### src/rtl/sdr_pkg.sv
`timescale 1ns/1ps
package sdr_pkg;
  typedef enum logic [2:0] {
    CMD_NOP  = 3'd0,
    CMD_ACT  = 3'd1,
    CMD_RD   = 3'd2,
    CMD_WR   = 3'd3,
    CMD_LOAD = 3'd4
  } cmd_e;

  localparam int MODE_W = 10;

  typedef struct packed {
    logic [1:0] len_log;    // burst length = 1 << len_log
    logic       lat3;       // 1: latency 3, 0: latency 2
    logic       wr_single;  // writes touch one location only
  } mode_t;

  // true when every field of a mode word holds a supported code
  function automatic logic mode_word_ok(input logic [MODE_W-1:0] w);
    logic len_ok, lat_ok, op_ok;
    len_ok = (w[2] == 1'b0);
    lat_ok = (w[6:4] == 3'd2) || (w[6:4] == 3'd3);
    op_ok  = (w[8:7] == 2'b00);
    return len_ok && lat_ok && op_ok;
  endfunction
endpackage

### src/rtl/sdr_mode_reg.sv
`timescale 1ns/1ps
module sdr_mode_reg
  import sdr_pkg::*;
(
  input  logic              clk,
  input  logic              rst,
  input  logic              load,
  input  logic [MODE_W-1:0] word,
  output mode_t             mode_q,
  output logic              illegal_q
);
  logic word_ok;
  logic unused_mode_bits;

  assign word_ok          = mode_word_ok(word);
  assign unused_mode_bits = word[3];

  always_ff @(posedge clk) begin
    if (rst) begin
      mode_q    <= '{len_log: 2'd0, lat3: 1'b0, wr_single: 1'b0};
      illegal_q <= 1'b0;
    end else if (load) begin
      if (word_ok) begin
        mode_q <= '{len_log: word[1:0], lat3: word[4], wr_single: word[9]};
      end else begin
        illegal_q <= 1'b1;
      end
    end
  end
endmodule

### src/rtl/sdr_burst_seq.sv
`timescale 1ns/1ps
module sdr_burst_seq #(
  parameter int COL_W = 4
) (
  input  logic             clk,
  input  logic             rst,
  input  logic             start_rd,
  input  logic             start_wr,
  input  logic [COL_W-1:0] start_col,
  input  logic [1:0]       len_log,
  input  logic             wr_single,
  output logic             rd_issue,
  output logic [COL_W-1:0] rd_col,
  output logic             wr_en,
  output logic [COL_W-1:0] wr_col
);
  localparam logic [COL_W-1:0] ONE = COL_W'(1);

  logic             busy_q;
  logic             is_wr_q;
  logic [COL_W-1:0] col_q;
  logic [2:0]       left_q;
  logic [3:0]       span_m1;
  logic [COL_W-1:0] mask;
  logic             wr_more;

  // next column, wrapping inside the aligned block selected by m
  function automatic logic [COL_W-1:0] step(input logic [COL_W-1:0] c,
                                            input logic [COL_W-1:0] m);
    return (c & ~m) | ((c + ONE) & m);
  endfunction

  always_comb begin
    span_m1 = (4'd1 << len_log) - 4'd1;
    mask    = COL_W'(span_m1);
    wr_more = !wr_single && (span_m1 != 4'd0);
  end

  always_ff @(posedge clk) begin
    if (rst) begin
      busy_q  <= 1'b0;
      is_wr_q <= 1'b0;
      col_q   <= '0;
      left_q  <= '0;
    end else if (start_rd) begin
      busy_q  <= 1'b1;
      is_wr_q <= 1'b0;
      col_q   <= start_col;
      left_q  <= span_m1[2:0];
    end else if (start_wr) begin
      // first write word is stored on the command edge itself
      busy_q  <= wr_more;
      is_wr_q <= 1'b1;
      col_q   <= step(start_col, mask);
      left_q  <= span_m1[2:0] - 3'd1;
    end else if (busy_q) begin
      if (left_q == 3'd0) begin
        busy_q <= 1'b0;
      end else begin
        col_q  <= step(col_q, mask);
        left_q <= left_q - 3'd1;
      end
    end
  end

  assign rd_issue = busy_q && !is_wr_q;
  assign rd_col   = col_q;
  assign wr_en    = start_wr || (busy_q && is_wr_q);
  assign wr_col   = start_wr ? start_col : col_q;
endmodule

### src/rtl/sdr_store.sv
`timescale 1ns/1ps
module sdr_store #(
  parameter int DATA_W = 16,
  parameter int AW     = 6
) (
  input  logic              clk,
  input  logic              we,
  input  logic [AW-1:0]     waddr,
  input  logic [DATA_W-1:0] wdata,
  input  logic [AW-1:0]     raddr,
  output logic [DATA_W-1:0] rdata
);
  localparam int DEPTH = 1 << AW;

  logic [DATA_W-1:0] mem [DEPTH];

  always_ff @(posedge clk) begin
    if (we) mem[waddr] <= wdata;
    rdata <= mem[raddr];
  end
endmodule

### src/rtl/sdr_read_pipe.sv
`timescale 1ns/1ps
module sdr_read_pipe #(
  parameter int DATA_W = 16
) (
  input  logic              clk,
  input  logic              rst,
  input  logic              issue_v,
  input  logic [DATA_W-1:0] rdata,
  input  logic              lat3,
  output logic [DATA_W-1:0] dout_q,
  output logic              oe_q,
  output logic              dvalid_q
);
  logic              v0_q;   // aligned with rdata
  logic              v1_q;   // aligned with s1_q
  logic [DATA_W-1:0] s1_q;

  always_ff @(posedge clk) begin
    s1_q <= rdata;
  end

  always_ff @(posedge clk) begin
    if (rst) begin
      v0_q     <= 1'b0;
      v1_q     <= 1'b0;
      dvalid_q <= 1'b0;
      oe_q     <= 1'b0;
      dout_q   <= '0;
    end else begin
      v0_q <= issue_v;
      v1_q <= v0_q;
      if (lat3) begin
        dvalid_q <= v1_q;
        dout_q   <= v1_q ? s1_q : '0;
        oe_q     <= v0_q || v1_q;
      end else begin
        dvalid_q <= v0_q;
        dout_q   <= v0_q ? rdata : '0;
        oe_q     <= issue_v || v0_q;
      end
    end
  end
endmodule

### src/rtl/sdram_burst_engine.sv
`timescale 1ns/1ps
module sdram_burst_engine
  import sdr_pkg::*;
#(
  parameter int DATA_W = 16,
  parameter int ROW_W  = 2,
  parameter int COL_W  = 4,
  parameter int ADDR_W = 12
) (
  input  logic              clk,
  input  logic              rst,
  input  logic [2:0]        cmd_i,
  input  logic [ADDR_W-1:0] addr_i,
  input  logic [DATA_W-1:0] din_i,
  output logic [DATA_W-1:0] dout_o,
  output logic              dq_oe_o,
  output logic [1:0]        cas_lat_o,
  output logic              illegal_mode_o
);
  localparam int AW = ROW_W + COL_W;

  mode_t             mode_q;
  logic [ROW_W-1:0]  row_q;
  logic              rd_issue, wr_en;
  logic [COL_W-1:0]  rd_col, wr_col;
  logic [DATA_W-1:0] rdata;
  logic              data_vld;
  logic              unused_addr;

  assign unused_addr = ^addr_i[ADDR_W-1:MODE_W];

  sdr_mode_reg u_mode (
    .clk       (clk),
    .rst       (rst),
    .load      (cmd_i == CMD_LOAD),
    .word      (addr_i[MODE_W-1:0]),
    .mode_q    (mode_q),
    .illegal_q (illegal_mode_o)
  );

  always_ff @(posedge clk) begin
    if (rst)                  row_q <= '0;
    else if (cmd_i == CMD_ACT) row_q <= addr_i[ROW_W-1:0];
  end

  sdr_burst_seq #(.COL_W(COL_W)) u_seq (
    .clk       (clk),
    .rst       (rst),
    .start_rd  (cmd_i == CMD_RD),
    .start_wr  (cmd_i == CMD_WR),
    .start_col (addr_i[COL_W-1:0]),
    .len_log   (mode_q.len_log),
    .wr_single (mode_q.wr_single),
    .rd_issue  (rd_issue),
    .rd_col    (rd_col),
    .wr_en     (wr_en),
    .wr_col    (wr_col)
  );

  sdr_store #(.DATA_W(DATA_W), .AW(AW)) u_store (
    .clk   (clk),
    .we    (wr_en),
    .waddr ({row_q, wr_col}),
    .wdata (din_i),
    .raddr ({row_q, rd_col}),
    .rdata (rdata)
  );

  sdr_read_pipe #(.DATA_W(DATA_W)) u_pipe (
    .clk      (clk),
    .rst      (rst),
    .issue_v  (rd_issue),
    .rdata    (rdata),
    .lat3     (mode_q.lat3),
    .dout_q   (dout_o),
    .oe_q     (dq_oe_o),
    .dvalid_q (data_vld)
  );

  assign cas_lat_o = mode_q.lat3 ? 2'd3 : 2'd2;
endmodule

### config.mk
export PLATFORM = sky130hd
export DESIGN_NAME = sdram_burst_engine
export DESIGN_NICKNAME = d
export VERILOG_FILES = /design/src/rtl/sdr_pkg.sv /design/src/rtl/sdr_mode_reg.sv /design/src/rtl/sdr_burst_seq.sv /design/src/rtl/sdr_store.sv /design/src/rtl/sdr_read_pipe.sv /design/src/rtl/sdram_burst_engine.sv
export SDC_FILE = /design/constraint.sdc
export NUM_CORES = 1
export LEC_CHECK = 0
export BUFFER_PORTS_ARGS = -buffer_cell sky130_fd_sc_hd__buf_2
export CORE_MARGIN = 1
export CORE_UTILIZATION = 35
export DETAILED_ROUTE_END_ITERATION = 6
export GPL_TIMING_DRIVEN = 0
export PLACE_DENSITY_LB_ADDON = 0.12
export SETUP_SLACK_MARGIN = 0.15
export SLEW_MARGIN = 20
export SYNTH_ARGS = -nofsm -noshare
export SYNTH_HDL_FRONTEND = slang
export SYNTH_SLANG_ARGS = --single-unit
### constraint.sdc
create_clock -name clk -period 4.6 [get_ports clk]
set_input_delay 1.38 -clock clk [delete_from_list [all_inputs] [get_ports clk]]
set_output_delay 1.38 -clock clk [all_outputs]
set_load 0.02 [all_outputs]
==> results of run 1 <==
## metrics by stage
stage	std cells	cell area (µm²)	utilization, %	setup TNS [ps]	power [mW]
after floorplan	2028	41580	-	0	11.66
after global placement	3611	43730	37.09	-543640	12.15
after detailed placement	3663	44710	37.91	-23490	12.17
after CTS	3874	48430	41.07	0	21.38
after global routing	3874	48440	41.08	0	21.79
final	3876	48450	41.09	0	21.15
## worst max-delay path, delay by kind of cell
| family | cells | cell delay, ps |
|---|---|---|
| buffers and inverters | 3 | 860 |
| AND/OR/NAND/NOR | 3 | 1750 |
| AO/OA/AOI/OAI | 1 | 770 |
## cells in the final DEF, fill, tap and decap left out, types with 6 or more instances in the layout
master	count
o32ai_1	9
a221o_1	7
clkbuf_8	6
a22oi_1	65
dfxtp_1	67
buf_6	24
buf_8	30
clkbuf_2	7
a22o_1	9
o22ai_1	27
mux2i_1	145
nor2b_1	11
nor2_2	49
nand2_1	46
bufinv_16	13
nor2_4	15
clkinv_2	20
o41ai_1	9
clkinv_1	21
nor3_1	11
edfxtp_1	1024
a21oi_1	16
a211oi_1	10
o211ai_1	10
nand4_1	17
buf_1	13
clkbuf_16	114
o21ai_0	25
o22a_1	9
nor2_1	60
buf_2	64
nand2b_1	6
clkbuf_1	70
buf_4	32
mux4_2	207
nand3b_1	6
## registers in the layout, summed over array words and instances (netlist names), named ones only
| register | count |
|---|---|
| u_store.rdata | 16 |
| u_pipe.v0_q | 1 |
| u_mode.illegal_q | 1 |
| u_pipe.s1_q | 16 |
| u_mode.mode_q | 4 |
| u_seq.busy_q | 1 |
| u_seq.is_wr_q | 1 |
| row_q | 2 |
| u_pipe.dout_q | 16 |
| u_seq.rd_col | 1 |
| u_pipe.v1_q | 1 |
| u_store.mem | 1024 |
| u_pipe.oe_q | 1 |
| u_seq.left_q | 3 |
## metal layers
metal  routed length, µm  vias to the layer above  share of wire, %  global-route usage, %
met5                  40                        -             0.034                      0
li1                    -                     8854                 -                      -
met3                7852                      143               6.7                  3.970
met4                2355                        8               2.0                  4.985
met1               51840                    11110                45                  27.71
met2               54380                      678                47                  30.52
## cell families after synthesis
logic type | share of synthesized area (%)
flops | 77.19
mux | 14.76
simple gates | 2.985
compound gates | 3.497
buf+inv | 1.369
xor+xnor | 0.1053
fa+ha+maj | 0.09029
other cells | 0.009020
## timing repair
item	CTS	global route
setup endpoints to repair	0	39
setup buffers	0	0
resized for setup	0	2
## power groups by stage
stage / clock network (mW) / registers, mW / logic, mW
after floorplan: 0 / 11.1 / 0.517
after global placement: 0 / 11.2 / 0.991
after detailed placement: 0 / 11.2 / 1.02
after CTS: 9.41 / 10.9 / 1.02
after global routing: 9.78 / 10.9 / 1.06
final: 9.20 / 10.9 / 1.01
## synth_stat cells (3+ instances only)
cell	instances	share of area [%]
dfxtp_1	67	3.2
a211oi_1	10	0.18
nand2_1	46	0.42
a22oi_1	65	1.2
nor4bb_1	5	0.12
clkbuf_1	50	0.45
nand3b_1	6	0.11
nor3_1	11	0.13
xnor2_1	4	0.084
nor2b_1	11	0.17
o22ai_1	27	0.41
o211ai_1	10	0.18
buf_6	3	0.081
o41ai_1	9	0.19
and4b_1	4	0.096
a221o_1	7	0.17
o32ai_1	9	0.19
nor2_1	124	1.1
o21ai_0	25	0.30
nand4_1	17	0.26
nand3_1	4	0.048
edfxtp_1	1024	74
a22o_1	9	0.19
buf_4	16	0.29
mux4_2	207	11
buf_2	32	0.39
a21oi_1	16	0.19
buf_1	16	0.14
mux2i_1	145	3.5
ha_1	3	0.090
nor4b_2	5	0.18
o22a_1	9	0.19
nand2b_1	6	0.090
## final cells by class
type | instances | share of cell area, %
diodes | 2 | 0.01033
plain buffers | 117 | 1.170
clock buffers | 145 | 6.263
clock inverters | 66 | 1.423
inverters | 2 | 0.01550
multi-input cells | 818 | 18.89
flip-flops and latches | 1091 | 66.24
well taps | 1536 | 3.967
repair buffers | 99 | 2.027
## how the worst max path moves through the flow
stage	endpoint	slack [ps]	from	cells after the start
2_1_floorplan	u_store.mem[50][0]	900	cmd_i[0]	6
3_3_place_gp	u_store.mem[32][15]	-760	cmd_i[0]	6
3_5_place_dp	u_store.mem[53][6]	-310	cmd_i[0]	7
4_1_cts	u_store.mem[38][12]	230	flop	9
5_1_grt	u_store.mem[46][6]	90	flop	9
6_report	u_store.mem[53][13]	210	cmd_i[0]	7
==> reports/results.ini, run 1 <==
[run_status]
outcome = complete, no violations

[clock_network]
clk_pin_slew_ps = 60
cts_root_buf = clkbuf_16
cts_buffers = 113
clock_sink_count = 1091
clk_path_buf_depth = 3
cts-htree-levels = 3
insertion_delay_ps = 710
cts_tree = built
hold_buffers = 0

[synthesis]
synthArstFlopShare_pct = 0
synth_edf_count = 1024
syn_area_per_cell_um2 = 20.50
synth_seq_cells = 1091
syn-cell-area_mm2 = 0.04158
ys_types = 52
synth-main-ff-cell = edfxtp_1
synth_nets = 2064
synthCells = 2028
synth_seq_area_share_pct = 77.19
ys.warnings.count = 0

[floorplan]
die_x_um = 346.7
core_mm2 = 0.1179
start_util_pct = 35.26
die_area_mm2 = 0.1202
io-pin-count = 53
rows = 126
dieHeight_um = 346.7

[critical_path]
crit_chain = clkbuf_1, nand3b_1, clkbuf_1, o21ai_0, nand3_1, nor2_2, buf_6
arrival_ps = 4790
path_class = in2reg
ff2ff_setup_slack_ps = 250
crit_slowest_cell = nor2_2
crit_path_end_kind = flop
required_ps = 5000
slowest_delay_ps = 790
critPathMaxFanout = 10
start_kind = input pin
worstReg2RegEnd = u_store.mem[46][6]
crit_path_frequent_cell = clkbuf_1
reg2regPathDepth = 9

[power_and_ir_drop]
p_sw_share_pct = 21.36
p_sw_mw = 4.518
power.density_mw_per_mm2 = 436.5
p_seq_share_pct = 51.8
clkPwrFrac_pct = 43.5
worst_ir_drop_vdd_mv = 0.2796
p_int_mw = 16.63
leakagePower_nw = 14.81
comb_power_share_pct = 4.8

[timing]
worst_pin_slew_ps = 1122
drv_slew = 0
fmax_mhz = 227.8
setup_ws_ps = 210.0
finalSetupViolCount = 0
finClkSkew_ps = 28.30
rsz0062_at_grt = yes
fin_crit_ps = 4390
maxSlewHeadroom_pct = 25.19
finalCritPeriodShare_pct = 95.44
finalHoldViolCount = 0
whs_ps = 355.6

[routing]
first_pass_iters = 5
avgViaCountPerCell = 5.365
drt-total-wl_mm = 116.5
drt-initial-drc-count = 2096
route.detailed.drc = 0
wl_per_cell_um = 30.05
dr_total_vias = 20790
antenna_left = 0

[min_path]
hold-path-endpoint = u_pipe.s1_q[15]
hp-start = u_store.rdata[15]
whs_path_depth = 0
hold_class = reg2reg

[global_routing]
grt_max_degree = 65
antenna_found_initial = 10
grt_pass1_wl_mm = 165.2
overflow = 0
grt_pass1_vias = 21440
track_usage_pct = 19.47

[cells_and_area]
fill_cells = 10390
areaGrowthSynthToFinish_pct = 16.53
drive_above_1_share_pct = 25.92
finalNetCount = 2278
multi_input_area_mm2 = 0.009151
seq_area_mm2 = 0.03209

[placed_design]
gp_congestion = 0.9076
hpwl_mm = 77.52
port_buffers = 47
place_ws_ps = -314.1

[job]
cap_violations = 0

Power figures use the tool's default switching activity.
==> run 2, diff against run 1 <==
CELL_PAD_IN_SITES_DETAIL_PLACEMENT = 1   (was unset)
CELL_PAD_IN_SITES_GLOBAL_PLACEMENT = 2   (was unset)
==> reports/results.ini, run 2 (synthesis results as in run 1) <==
[routing]
drt-total-wl_mm = 122.3  ; was 116.5 mm
first_pass_iters = 7  ; was 5
dr_total_vias = 20780  ; was 20,790
avgViaCountPerCell = 5.350  ; was 5.365
wl_per_cell_um = 31.49  ; was 30.05 µm
drt-initial-drc-count = 1885  ; was 2,096
antenna_left = 0  ; unchanged
route.detailed.drc = 0  ; unchanged

[clock_network]
clock_sink_count = 1091  ; unchanged
cts_tree = built  ; unchanged
cts_root_buf = clkbuf_16  ; unchanged
clk_pin_slew_ps = 70  ; was 60 ps
cts_buffers = 117  ; was 113
clk_path_buf_depth = 3  ; unchanged
insertion_delay_ps = 710  ; about the same
cts-htree-levels = 3  ; unchanged
hold_buffers = 0  ; unchanged

[critical_path]
cp_top_family = buffers and inverters  ; was simple AND/OR/NAND/NOR gates
start_kind = flop  ; was input pin
critPathMaxFanout = 11  ; was 10
crit_chain = buf_2, buf_2, buf_2, clkbuf_1, nand3_1, o21ai_0, nand2_1, nor2_2, buf_6  ; was clkbuf_1, nand3b_1, clkbuf_1, o21ai_0, nand3_1, nor2_2, buf_6
crit_path_end_kind = flop  ; unchanged
ff2ff_setup_slack_ps = 110  ; was 250 ps
required_ps = 4990  ; was 5000 ps
arrival_ps = 4880  ; was 4790 ps
slowest_delay_ps = 720  ; was 790 ps
path_class = reg2reg  ; was in2reg
crit_path_frequent_cell = buf_2  ; was clkbuf_1
cp_num_cells = 9  ; was 7
crit_slowest_cell = nand2_1  ; was nor2_2
reg2regPathDepth = 9  ; unchanged
crit_buf_inv = 5  ; was 3

[timing]
maxSlewHeadroom_pct = 21.96  ; was 25.19%
setup_ws_ps = 109.8  ; was 210.0 ps
drv_slew = 0  ; unchanged
finalHoldViolCount = 0  ; unchanged
fin_crit_ps = 4490  ; was 4390 ps
fmax_mhz = 222.7  ; was 227.8 MHz
finalSetupViolCount = 0  ; unchanged
worst_pin_slew_ps = 1171  ; was 1122 ps
finClkSkew_ps = 23.51  ; was 28.30 ps
rsz0062_at_grt = yes  ; unchanged
finalCritPeriodShare_pct = 97.61  ; was 95.44%
whs_ps = 347.0  ; was 355.6 ps

[floorplan]
die_area_mm2 = 0.1202  ; unchanged
io-pin-count = 53  ; unchanged
core_mm2 = 0.1179  ; unchanged
dieHeight_um = 346.7  ; unchanged
rows = 126  ; unchanged
start_util_pct = 35.26  ; unchanged
die_x_um = 346.7  ; unchanged

[power_and_ir_drop]
worst_ir_drop_vdd_mv = 0.2922  ; was 0.2796 mV
leakagePower_nw = 14.80  ; was 14.81 nW
power.density_mw_per_mm2 = 435.7  ; was 436.5 mW/mm²

[cells_and_area]
final_cell_area_mm2 = 0.04851  ; was 0.04845 mm²
finalNetCount = 2278  ; unchanged
drive_above_1_share_pct = 26.08  ; was 25.92%
fin_cells = 3884  ; was 3,876
fill_cells = 11160  ; was 10,390
final_cell_mix = edfxtp_1, mux4_2, mux2i_1  ; unchanged
layout_commonest_cell = edfxtp_1  ; unchanged
largest_reg_flops = 1024  ; unchanged
largest-register = u_store.mem  ; unchanged
areaGrowthSynthToFinish_pct = 16.67  ; was 16.53%

[run_status]
outcome = complete, no violations  ; unchanged

[global_routing]
grt_max_degree = 65  ; unchanged
grt_pass1_vias = 21470  ; was 21,440
grt_pass1_wl_mm = 169.6  ; was 165.2 mm
antenna_found_initial = 7  ; was 10
track_usage_pct = 20.30  ; was 19.47%
overflow = 0  ; unchanged

[placed_design]
gp_congestion = 0.8235  ; was 0.9076
place_inst = 3655  ; was 3,663
port_buffers = 47  ; unchanged
place_ws_ps = -456.9  ; was -314.1 ps
hpwl_mm = 80.60  ; was 77.52 mm
placed_area_mm2 = 0.04464  ; was 0.04471 mm²

[min_path]
hold_class = reg2reg  ; unchanged
whs_path_depth = 0  ; unchanged

[job]
cap_violations = 0  ; unchanged

run 2: changes by cell type in the layout (fill, tap and decap cells not counted), moves of 4 or more:
cell	change
clkbuf_2	-6
buf_6	-5
bufinv_16	-5
clkinv_2	+14
nor2_2	-11
nor2_4	+11
clkinvlp_4	+4
run 2: metrics by stage:
| step | util, % | total power [mW] | TNS (ps) |
|---|---|---|---|
| final | 41.14 | 21.13 | 0 |
| after global routing | 41.13 | 21.73 | 0 |
| after CTS | 41.03 | 21.38 | 0 |
| after detailed placement | 37.85 | 12.19 | -177150 |
| after global placement | 37.09 | 12.16 | -740510 |
| after floorplan | - | 11.66 | 0 |
run 2: final timing paths:
check,startpoint,end
min reg2reg,u_store.rdata[4],u_pipe.s1_q[4]
max,flop,u_store.mem[55][10]
min,u_store.rdata[4],u_pipe.s1_q[4]
max reg2reg,flop,u_store.mem[55][10]
run 2: what timing repair did:
| action | CTS | global route |
|---|---|---|
| buffers inserted | 0 | 4 |
| resized for setup | 0 | 6 |
| endpoints found under the setup margin | 0 | 119 |
run 2: area by class of cell:
class / count / area (µm²) / share of cell area [%]
repair buffers: 95 / 955.9 / 1.971
plain buffers: 117 / 564.3 / 1.163
flip-flops and latches: 1091 / 32090 / 66.16
clock inverters: 77 / 663.1 / 1.367
inverters: 2 / 7.507 / 0.01548
multi-input cells: 818 / 9206 / 18.98
clock buffers: 143 / 3085 / 6.361
diodes: 5 / 12.51 / 0.02579
well taps: 1536 / 1922 / 3.962
run 2: power breakdown:
part | switching, mW | internal [mW] | leakage [nW] | total [mW]
clock | 3.95 | 5.22 | 1.84 | 9.17
sequential | 0.0295 | 10.9 | 9.76 | 10.9
combinational | 0.682 | 0.335 | 3.20 | 1.02
total | 4.66 | 16.5 | 14.8 | 21.1
run 2: per-layer routing:
metal  track usage (%)  share of wire, %
met3             3.236               4.6
met5                 0             0.026
met4             5.283               2.1
met1             29.46                47
met2             31.84                46
==> run 3, diff against run 2 <==
ABC_AREA = 1   (was unset)
==> reports/results.ini, run 3 <==
[clock_network]
insertion_delay_ps = 780  ; was 710 ps
cts_tree = built  ; unchanged
cts_buffers = 132  ; was 117
hold_buffers = 0  ; unchanged
clock_sink_count = 1091  ; unchanged
cts_resized = 0  ; unchanged
cts-htree-levels = 4  ; was 3
postCtsSetupRepairBufs = 0  ; unchanged
clk_pin_slew_ps = 60  ; was 70 ps
clk_path_buf_depth = 3  ; unchanged
cts_root_buf = clkbuf_16  ; unchanged

[global_routing]
grt_pass1_wl_mm = 242.9  ; was 169.6 mm
antenna_found_initial = 14  ; was 7
track_usage_pct = 26.18  ; was 20.30%
overflow = 0  ; unchanged
grt_pass1_vias = 32510  ; was 21,470
grt_max_degree = 51  ; was 65

[synthesis]
synth.area.top_cells = edfxtp_1, nand2_1, nand3_1, inv_1, dfxtp_1  ; was edfxtp_1, mux4_2, mux2i_1, dfxtp_1, a22oi_1
ys.warnings.count = 0  ; unchanged
syn_area_per_cell_um2 = 10.34  ; was 20.50 µm²
netlist.top_cell.by_area = edfxtp_1  ; unchanged
synth-main-ff-cell = edfxtp_1  ; unchanged
synth_seq_area_share_pct = 69.47  ; was 77.19%
synthArstFlopShare_pct = 0  ; unchanged
synth_nets = 4503  ; was 2,064
synth_common_cells = nand2_1, edfxtp_1, nand3_1  ; was edfxtp_1, mux4_2, mux2i_1
syn-cell-area_mm2 = 0.04620  ; was 0.04158 mm²
synth_seq_cells = 1091  ; unchanged
synthCells = 4467  ; was 2,028
synth_top_area_share_pct = 66.56  ; was 73.96%
synth_most_common_cell = nand2_1  ; was edfxtp_1
synth_edf_count = 1024  ; unchanged
ys_types = 28  ; was 52

[critical_path]
crit_chain = buf_2, inv_2, nand3_4, nand2_1, o21ai_1, nor2_1, nand2_1, nor2_4  ; was buf_2, buf_2, buf_2, clkbuf_1, nand3_1, o21ai_0, nand2_1, nor2_2, buf_6
crit_slowest_cell = nor2_4  ; was nand2_1
path_class = in2reg  ; was reg2reg
arrival_ps = 4050  ; was 4880 ps
start_kind = input pin  ; was flop
required_ps = 4990  ; about the same
slowest_delay_ps = 790  ; was 720 ps
cp-startpoint = cmd_i[2]
crit_path_frequent_cell = nand2_1  ; was buf_2
crit_path_end_kind = flop  ; unchanged
critPathMaxFanout = 16  ; was 11

[routing]
dr_total_vias = 32960  ; was 20,780
drt-total-wl_mm = 173.4  ; was 122.3 mm
wl_per_cell_um = 26.48  ; was 31.49 µm
antenna_left = 0  ; unchanged
route.detailed.drc = 0  ; unchanged
first_pass_iters = 5  ; was 7
drt-initial-drc-count = 2853  ; was 1,885
avgViaCountPerCell = 5.033  ; was 5.350

[timing]
whs_ps = 330.4  ; was 347.0 ps
rsz0062_at_grt = no  ; was yes
finalHoldViolCount = 0  ; unchanged
drv_slew = 0  ; unchanged
fmax_mhz = 273.0  ; was 222.7 MHz
finalCritPeriodShare_pct = 79.63  ; was 97.61%
fin_crit_ps = 3663  ; was 4490 ps
finClkSkew_ps = 23.18  ; was 23.51 ps
maxSlewHeadroom_pct = 20.90  ; was 21.96%
finalSetupViolCount = 0  ; unchanged
worst_pin_slew_ps = 1187  ; was 1171 ps

[placed_design]
gp_congestion = 0.8416  ; was 0.8235
port_buffers = 49  ; was 47
hpwl_mm = 118.9  ; was 80.60 mm

[power_and_ir_drop]
p_sw_share_pct = 25.46  ; was 22.06%
power.density_mw_per_mm2 = 429.1  ; was 435.7 mW/mm²
comb_power_share_pct = 8.8  ; was 4.8%
leakagePower_nw = 22.07  ; was 14.80 nW
p_sw_mw = 5.887  ; was 4.661 mW
finalPower_mw = 23.13  ; was 21.13 mW
p_int_mw = 17.24  ; was 16.47 mW
clkPwrFrac_pct = 43.8  ; was 43.4%
worst_ir_drop_vdd_mv = 0.4127  ; was 0.2922 mV
p_seq_share_pct = 47.4  ; was 51.8%

[cells_and_area]
layout_commonest_cell = nand2_1  ; was edfxtp_1
final_cell_mix = nand2_1, edfxtp_1, nand3_1  ; was edfxtp_1, mux4_2, mux2i_1
fin_util_pct = 41.41  ; was 41.14%
largest_reg_flops = 1024  ; unchanged
fill_cells = 14450  ; was 11,160
multi_input_area_mm2 = 0.01101  ; was 0.009206 mm²
seq_area_mm2 = 0.03209  ; unchanged
finalNetCount = 4732  ; was 2,278
largest-register = u_store.mem  ; unchanged
areaGrowthSynthToFinish_pct = 16.67  ; about the same
drive_above_1_share_pct = 10.96  ; was 26.08%

[floorplan]
die_x_um = 365.3  ; was 346.7 µm
io-pin-count = 53  ; unchanged
die_area_mm2 = 0.1334  ; was 0.1202 mm²
dieHeight_um = 365.3  ; was 346.7 µm
core_mm2 = 0.1301  ; was 0.1179 mm²
rows = 132  ; was 126
start_util_pct = 35.50  ; was 35.26%

[min_path]
hp-start = u_store.rdata[7]  ; was u_store.rdata[4]
hold_class = reg2reg  ; unchanged

[job]
cap_violations = 0  ; unchanged

[run_status]
outcome = complete, no violations  ; unchanged

==> run 3: kinds of logic after synthesis <==
family,count (synthesis),share of synthesized area (%)
other,1,0.008117
AO/OA/AOI/OAI,75,0.8477
XOR/XNOR,2,0.03792
AND/OR/NAND/NOR,2493,22.13
adder cells (fa/ha/maj),3,0.08126
buffers and inverters,802,7.432
flip-flops,1091,69.47
==> run 3: path summary, 6_finish.rpt <==
check	end	slack [ps]	cells after the start
worst min-delay path	u_pipe.s1_q[7]	330	0
worst max register to register	u_store.mem[39][11]	1170	7
worst max-delay path	u_store.mem[29][1]	940	8
worst min register to register	u_pipe.s1_q[7]	330	0
==> run 3: per-stage QoR <==
| stage | cells | area, µm² | worst slack [ps] | TNS [ps] |
|---|---|---|---|---|
| 6_report | 6549 | 53900 | 937.2 | 0 |
| 5_1_grt | 6542 | 53880 | 930.6 | 0 |
| 4_1_cts | 6542 | 53880 | 993.0 | 0 |
| 3_5_place_dp | 6304 | 49760 | 176.3 | 0 |
| 3_3_place_gp | 6258 | 48620 | -553.3 | -204650 |
| 2_1_floorplan | 4467 | 46200 | 1299 | 0 |
==> run 3: metal layers <==
layer,track usage [%],share of wire [%]
met1,36.62,45
met2,42.17,47
met3,3.639,5.7
met4,7.901,2.7
met5,0,0
==> run 3: final cells by class <==
class | instances | share of cell area (%)
sequential | 1091 | 59.54
multi-input combinational | 2574 | 20.42
clock buffer | 181 | 6.823
tap | 1742 | 4.044
inverter | 577 | 4.028
buffer | 225 | 2.349
timing repair buffer | 95 | 1.934
clock inverter | 57 | 0.8287
antenna | 7 | 0.03250
==> run 3: power groups by stage <==
stage	Sequential (mW)	Clock, mW	Combinational, mW
floorplan	11.2	0	0.959
global placement	11.2	0	1.96
detailed placement	11.2	0	2.04
CTS	11.0	10.3	2.05
global route	11.0	10.6	2.18
finish	11.0	10.1	2.03
==> run 3: critical path: cells and delay by family <==
kind	cells	cell delay [ps]
simple gates	5	2250
buf+inv	2	210
compound gates	1	200
